File: config.mk
export PLATFORM = sky130hd
export DESIGN_NAME = nic_board_regs
export DESIGN_NICKNAME = d
export VERILOG_FILES = /design/src/rtl/nic_regs_pkg.sv /design/src/rtl/nic_rst_sync.sv /design/src/rtl/nic_ctl_word.sv /design/src/rtl/nic_perr_capture.sv /design/src/rtl/nic_board_regs.sv
export SDC_FILE = /design/constraint.sdc
export NUM_CORES = 1
export LEC_CHECK = 0
export BUFFER_PORTS_ARGS = -buffer_cell sky130_fd_sc_hd__buf_2
export CORE_UTILIZATION = 42
export DETAILED_ROUTE_END_ITERATION = 6
export PLACE_DENSITY_LB_ADDON = 0.08
export SKIP_CTS_REPAIR_TIMING = 1
export SYNTH_ARGS = -nofsm -noshare
export SYNTH_HDL_FRONTEND = slang
export SYNTH_HIERARCHICAL = 1
export SYNTH_SLANG_ARGS = --single-unit
export TNS_END_PERCENT = 5
File: constraint.sdc
create_clock -name clk -period 1.2 [get_ports clk]
set_clock_uncertainty 0.2 [all_clocks]
set_input_delay 0.12 -clock clk [delete_from_list [all_inputs] [get_ports clk]]
set_output_delay 0.12 -clock clk [all_outputs]
set_load 0.005 [all_outputs]
File: src/rtl/nic_regs_pkg.sv
package nic_regs_pkg;
  localparam int unsigned WORD_W = 16;
  localparam logic [1:0] SEL_CTRL  = 2'd0;
  localparam logic [1:0] SEL_PCTL  = 2'd1;
  localparam logic [1:0] SEL_PADDR = 2'd2;

  localparam int unsigned B_RST   = 15;
  localparam int unsigned B_AIR   = 14;
  localparam int unsigned B_ATTN  = 13;
  localparam int unsigned B_IEN   = 12;
  localparam int unsigned B_PIEN  = 11;
  localparam int unsigned B_PFLAG = 9;
  localparam int unsigned B_IFLAG = 8;
  localparam int unsigned B_AUX   = 5;
  localparam int unsigned B_R256  = 4;

  localparam int unsigned B_ACK  = 8;
  localparam int unsigned B_PSRC = 7;
  localparam int unsigned B_PEND = 6;

  typedef struct packed {
    logic rst;
    logic air;
    logic attn;
    logic ien;
    logic pien;
    logic aux;
  } ctl_bits_t;
endpackage

File: src/rtl/nic_rst_sync.sv
module nic_rst_sync #(
  parameter int unsigned STAGES = 2
) (
  input  logic clk,
  input  logic rst_n,
  output logic rst_sync_n
);
  logic [STAGES-1:0] chain_q;

  always_ff @(posedge clk or negedge rst_n) begin
    if (!rst_n) chain_q <= '0;
    else        chain_q <= {chain_q[STAGES-2:0], 1'b1};
  end

  assign rst_sync_n = chain_q[STAGES-1];
endmodule

File: src/rtl/nic_ctl_word.sv
module nic_ctl_word
  import nic_regs_pkg::*;
(
  input  logic      clk,
  input  logic      rst_n,
  input  logic      wr_en,
  input  ctl_bits_t wr_bits,
  output ctl_bits_t bits_q
);
  ctl_bits_t bits_d;

  always_comb begin
    bits_d = bits_q;
    if (wr_en) begin
      bits_d     = wr_bits;
      bits_d.air  = wr_bits.air  & ~wr_bits.rst;
      bits_d.attn = wr_bits.attn & ~wr_bits.rst;
      bits_d.ien  = wr_bits.ien  & ~wr_bits.rst;
      bits_d.pien = wr_bits.pien & ~wr_bits.rst;
    end
  end

  always_ff @(posedge clk or negedge rst_n) begin
    if (!rst_n)     bits_q <= '0;
    else if (wr_en) bits_q <= bits_d;
  end

  // board reset held keeps the run controls low
  assert_reset_masks_R3: assert property (@(posedge clk) disable iff (!rst_n)
    bits_q.rst |-> !(bits_q.air || bits_q.attn || bits_q.ien || bits_q.pien));
endmodule

File: src/rtl/nic_perr_capture.sv
module nic_perr_capture #(
  parameter int unsigned ADDR_W = 20
) (
  input  logic              clk,
  input  logic              rst_n,
  input  logic              stb,
  input  logic [ADDR_W-1:0] addr_in,
  input  logic              src_in,
  input  logic              end_in,
  input  logic              ack,
  output logic              flag_q,
  output logic [ADDR_W-1:0] addr_q,
  output logic              src_q,
  output logic              end_q
);
  logic take;
  logic flag_d;
  logic flag_en;

  assign take    = stb & (~flag_q | ack);
  assign flag_d  = take | (flag_q & ~ack);
  assign flag_en = take | ack;

  always_ff @(posedge clk or negedge rst_n) begin
    if (!rst_n)       flag_q <= 1'b0;
    else if (flag_en) flag_q <= flag_d;
  end

  always_ff @(posedge clk or negedge rst_n) begin
    if (!rst_n) begin
      addr_q <= '0;
      src_q  <= 1'b0;
      end_q  <= 1'b0;
    end else if (take) begin
      addr_q <= addr_in;
      src_q  <= src_in;
      end_q  <= end_in;
    end
  end

  // pending error freezes the captured fields
  assert_capture_frozen_R6: assert property (@(posedge clk) disable iff (!rst_n)
    (flag_q && !ack) |=> ($stable(addr_q) && $stable(src_q) && $stable(end_q)));
  // lone acknowledge clears the flag
  assert_ack_clears_R7: assert property (@(posedge clk) disable iff (!rst_n)
    (flag_q && ack && !stb) |=> !flag_q);
  // strobe with nothing pending raises the flag and stores the address
  assert_first_capture_R5: assert property (@(posedge clk) disable iff (!rst_n)
    (stb && !flag_q) |=> (flag_q && addr_q == $past(addr_in)));
endmodule

File: src/rtl/nic_board_regs.sv
module nic_board_regs
  import nic_regs_pkg::*;
#(
  parameter int unsigned PERR_ADDR_W = 20
) (
  input  logic                   clk,
  input  logic                   rst_n,
  input  logic [1:0]             host_sel,
  input  logic                   host_wr,
  input  logic [WORD_W-1:0]      host_wdata,
  output logic [WORD_W-1:0]      host_rdata,
  input  logic                   ctrl_irq_i,
  input  logic                   ram_256k_i,
  input  logic [3:0]             ram_base_i,
  input  logic                   perr_stb_i,
  input  logic [PERR_ADDR_W-1:0] perr_addr_i,
  input  logic                   perr_src_i,
  input  logic                   perr_end_i,
  output logic                   board_reset_o,
  output logic                   on_air_o,
  output logic                   attn_o,
  output logic                   aux_bus_en_o,
  output logic                   irq_o
);
  localparam int unsigned HI_W = PERR_ADDR_W - WORD_W;

  logic      srst_n;
  logic      wr_ctrl;
  logic      ack;
  ctl_bits_t wr_bits;
  ctl_bits_t bits;
  logic      pflag;
  logic [PERR_ADDR_W-1:0] paddr;
  logic      psrc;
  logic      pend;

  nic_rst_sync #(.STAGES(2)) u_sync (
    .clk(clk), .rst_n(rst_n), .rst_sync_n(srst_n)
  );

  assign wr_ctrl = host_wr && (host_sel == SEL_CTRL);
  assign ack     = host_wr && (host_sel == SEL_PCTL) && host_wdata[B_ACK];

  assign wr_bits = '{rst: host_wdata[B_RST], air: host_wdata[B_AIR],
                     attn: host_wdata[B_ATTN], ien: host_wdata[B_IEN],
                     pien: host_wdata[B_PIEN], aux: host_wdata[B_AUX]};

  nic_ctl_word u_ctl (
    .clk(clk), .rst_n(srst_n), .wr_en(wr_ctrl), .wr_bits(wr_bits), .bits_q(bits)
  );

  nic_perr_capture #(.ADDR_W(PERR_ADDR_W)) u_perr (
    .clk(clk), .rst_n(srst_n), .stb(perr_stb_i), .addr_in(perr_addr_i),
    .src_in(perr_src_i), .end_in(perr_end_i), .ack(ack),
    .flag_q(pflag), .addr_q(paddr), .src_q(psrc), .end_q(pend)
  );

  always_comb begin
    host_rdata = '0;
    case (host_sel)
      SEL_CTRL: begin
        host_rdata[B_RST]   = bits.rst;
        host_rdata[B_AIR]   = bits.air;
        host_rdata[B_ATTN]  = bits.attn;
        host_rdata[B_IEN]   = bits.ien;
        host_rdata[B_PIEN]  = bits.pien;
        host_rdata[B_PFLAG] = pflag;
        host_rdata[B_IFLAG] = ctrl_irq_i;
        host_rdata[B_AUX]   = bits.aux;
        host_rdata[B_R256]  = ram_256k_i;
        host_rdata[3:0]     = ram_base_i;
      end
      SEL_PCTL: begin
        host_rdata[B_PSRC]   = psrc;
        host_rdata[B_PEND]   = pend;
        host_rdata[HI_W-1:0] = paddr[PERR_ADDR_W-1:WORD_W];
      end
      SEL_PADDR: host_rdata = paddr[WORD_W-1:0];
      default:   host_rdata = '0;
    endcase
  end

  assign board_reset_o = bits.rst;
  assign on_air_o      = bits.air;
  assign attn_o        = bits.attn;
  assign aux_bus_en_o  = bits.aux;
  assign irq_o         = (ctrl_irq_i & bits.ien) | (pflag & bits.pien);

  // enabled pending parity error always raises the request
  assert_parity_irq_R9: assert property (@(posedge clk) disable iff (!srst_n)
    (pflag && bits.pien) |-> irq_o);
  // no source, no request
  assert_quiet_irq_R9: assert property (@(posedge clk) disable iff (!srst_n)
    (!ctrl_irq_i && !pflag) |-> !irq_o);
  // reset output excludes on-air and attention
  assert_reset_outputs_R3: assert property (@(posedge clk) disable iff (!srst_n)
    board_reset_o |-> (!on_air_o && !attn_o));
endmodule

==> flow_metrics.env <==
export IMPL_numPortBuffers=61
export IMPL_drtAntennaViolNets=0
export IMPL_cts_tree="done"
export IMPL_wl_per_cell_microns=13.85
export IMPL_drtPass1Iterations=4
export IMPL_initial_utilization_pct=43.83
export IMPL_final_fill_count=298
export IMPL_layout_commonest_cell="buf_2"
export IMPL_core_area_sq_um=3689
export IMPL_finalPower_w=0.003292
export IMPL_synth_area_sq_um=1617
export IMPL_status="complete, but fails checks"
export IMPL_ys_seq_elements=31
export IMPL_fin_crit_sh_pct=134.6
export IMPL_syn_nets=181
export IMPL_p_int_w=0.002450
export IMPL_wirelength_microns=3960
export IMPL_pwr_share_clk_pct=26.8
export IMPL_finalHoldViolations=0
export IMPL_dpl_cell_area_sq_um=2122
export IMPL_netlist_instances=126
export IMPL_n_antenna_cell=0
export IMPL_grt_total_usage_pct=20.33
export IMPL_viasPerCell=4.864
export IMPL_grt_pass1_vias=1328
export IMPL_cts_root_buffer="clkbuf_8"
export IMPL_rsz0062_at_grt="yes"
export IMPL_drt_iter0_drc=48
export IMPL_crit_arrival_ns=1.30
export IMPL_finalSetupViolations=39
export IMPL_grt_antenna_before_repair=0
export IMPL_drv_cap=0
export IMPL_p_sw_share_pct=25.57
export IMPL_rows=22
export IMPL_irDropWorstVdd_uv=659.3
export IMPL_num_vias=1391
export IMPL_cts_reportedPaths_clkPinSlew_ns=0.06
export IMPL_power_leakage_nw=1.310
export IMPL_violations="negative setup slack"
export IMPL_switchingPower_w=0.0008418
export IMPL_critical_path_peak_fanout=2
export IMPL_numCtsBuffers=5
export IMPL_grt_first_pass_wirelength_microns=6265
export IMPL_synth_avg_cell_area_sq_um=12.83
export IMPL_area_growth_pct=60.14
export IMPL_drive_gt1_share_pct=50.84
export IMPL_drc=0
export IMPL_die_h_microns=64.04
export IMPL_final_area_sq_um=2589
export IMPL_yosysWarningCount=6
export IMPL_final_net_count=292
export IMPL_seq_area_frac_synth_pct=47.99
export IMPL_clockBufferDepth=2
export IMPL_dieArea_sq_um=4101
export IMPL_ys_types=23
export IMPL_min_path_type="reg2async"
export IMPL_place_congestion=0.7143
export IMPL_grt_start_max_net_pins=30
export IMPL_slew_violations=0
export IMPL_grt_remaining_overflow=0
export IMPL_cts_max_level=2
export IMPL_layout_min_cycle_time_ns=1.616
export IMPL_insertion_delay_ns=0.27
export IMPL_final_cell_mix="buf_2, dlygate4sd3_1, dfrtp_1, mux2_4, buf_4"
export IMPL_crit_type="reg2out"
export IMPL_start_kind="flop"
export IMPL_finalSetupTns_ns=-7.142
export IMPL_dp_worst_setup_slack_ns=-0.4791
export IMPL_setup_slack_ns=-0.4156
export IMPL_hpwl_microns=2781
export IMPL_power_frac_comb_pct=28.0
export IMPL_cts_sinks=31
export IMPL_num_io_pins=71
export IMPL_power_density_nw_per_um2=1272
export IMPL_final_util_pct=70.18
export IMPL_max_freq_mhz=619.0
export IMPL_cp_end_kind="primary output"
export IMPL_required_ns=0.88
export IMPL_dieWidth_microns=64.04
export IMPL_seqPwrFrac_pct=45.2
-- through the flow --
stage,instances,hold slack (ns)
after CTS,254,-0.5904
after floorplan,126,-0.3756
after global placement,246,-0.2954
after detailed placement,246,-0.2923
after global routing,286,0.04194
final,286,0.01990
-- cells in the mapped netlist --
master / instances / area share, %
mux2_4: 22 / 20
nor2b_1: 2 / 0.77
buf_6: 2 / 1.4
nor2_1: 12 / 2.8
a222oi_1: 4 / 2.5
a22o_1: 2 / 1.1
a21oi_1: 8 / 2.5
conb_1: 1 / 0.23
nand3b_1: 4 / 1.9
mux2_2: 2 / 1.4
nand2_4: 1 / 0.70
ha_1: 5 / 3.9
a31oi_1: 8 / 3.1
inv_1: 6 / 1.4
buf_2: 3 / 0.93
a22oi_1: 2 / 0.93
or2b_1: 1 / 0.46
nand2b_4: 1 / 0.85
buf_12: 2 / 2.5
and3_1: 1 / 0.39
and2_1: 2 / 0.77
dfrtp_1: 31 / 48
o21ai_0: 4 / 1.2
-- power by group through the flow --
stage	sequential (W)	combinational, W	clock [W]
after CTS	0.00148	0.000812	0.000911
after floorplan	0.00146	0.000524	0
after global routing	0.00153	0.00100	0.000978
final	0.00149	0.000922	0.000883
after global placement	0.00149	0.000777	0
after detailed placement	0.00149	0.000807	0
-- flip-flops by register name (all words and copies together), names as in the netlist --
signal / count
u_perr/addr_q: 20
u_sync/chain_q: 2
u_perr/end_q: 1
u_ctl/bits_q: 6
u_perr/flag_q: 1
u_perr/src_q: 1
-- layer usage --
layer	part of all wire [%]	track usage (%)	up-vias	wire (microns)
met5	0	0	-	0
met4	1.3	7.102	0	51
met3	5.1	4.821	7	201
met2	49	32.85	49	1942
met1	45	26.48	665	1764
li1	-	-	670	-
-- worst paths after layout --
kind | slack, ns | cells past startpoint | endpoint | startpoint
setup / recovery | -0.42 | 3 | host_rdata[3] | u_perr/addr_q[3]
hold / removal | 0.02 | 1 | u_perr/addr_q[0] | u_sync/chain_q[1]
setup reg to reg | -0.17 | 4 | u_perr/addr_q[13] | u_perr/flag_q
hold reg to reg | 0.02 | 1 | u_perr/addr_q[0] | u_sync/chain_q[1]
max in group asynchronous | 0.19 | 3 | u_sync/chain_q[0] | rst_n
min in group clk | 0.08 | 3 | u_perr/end_q | perr_stb_i
-- cell type report --
cell class | count | area, sq um | area share (%)
Clock buffer | 8 | 100.1 | 3.867
Inverter | 6 | 37.54 | 1.450
Multi-Input combinational cell | 82 | 790.8 | 30.55
Sequential cell | 31 | 775.7 | 29.97
Tap cell | 48 | 60.06 | 2.320
Timing Repair Buffer | 111 | 824.5 | 31.85
-- worst max-delay path: stages (launching register included) --
cell,delay (ns)
dfrtp_1,0.40
a222oi_1,0.38
nor2_1,0.11
buf_2,0.14
-- cell families (layout without fill, tap and decap cells) --
family / after synthesis / count (layout) / synth area share (%)
DFF: 31 / 31 / 47.99
adders and majority gates: 5 / 5 / 3.870
other: 1 / 1 / 0.2320
AOI/OAI and AO/OA: 28 / 28 / 11.30
buffers and inverters: 13 / 125 / 6.192
and+or+nand+nor: 24 / 24 / 8.591
muxes: 24 / 24 / 21.83
(Power assumes the default switching activity.)
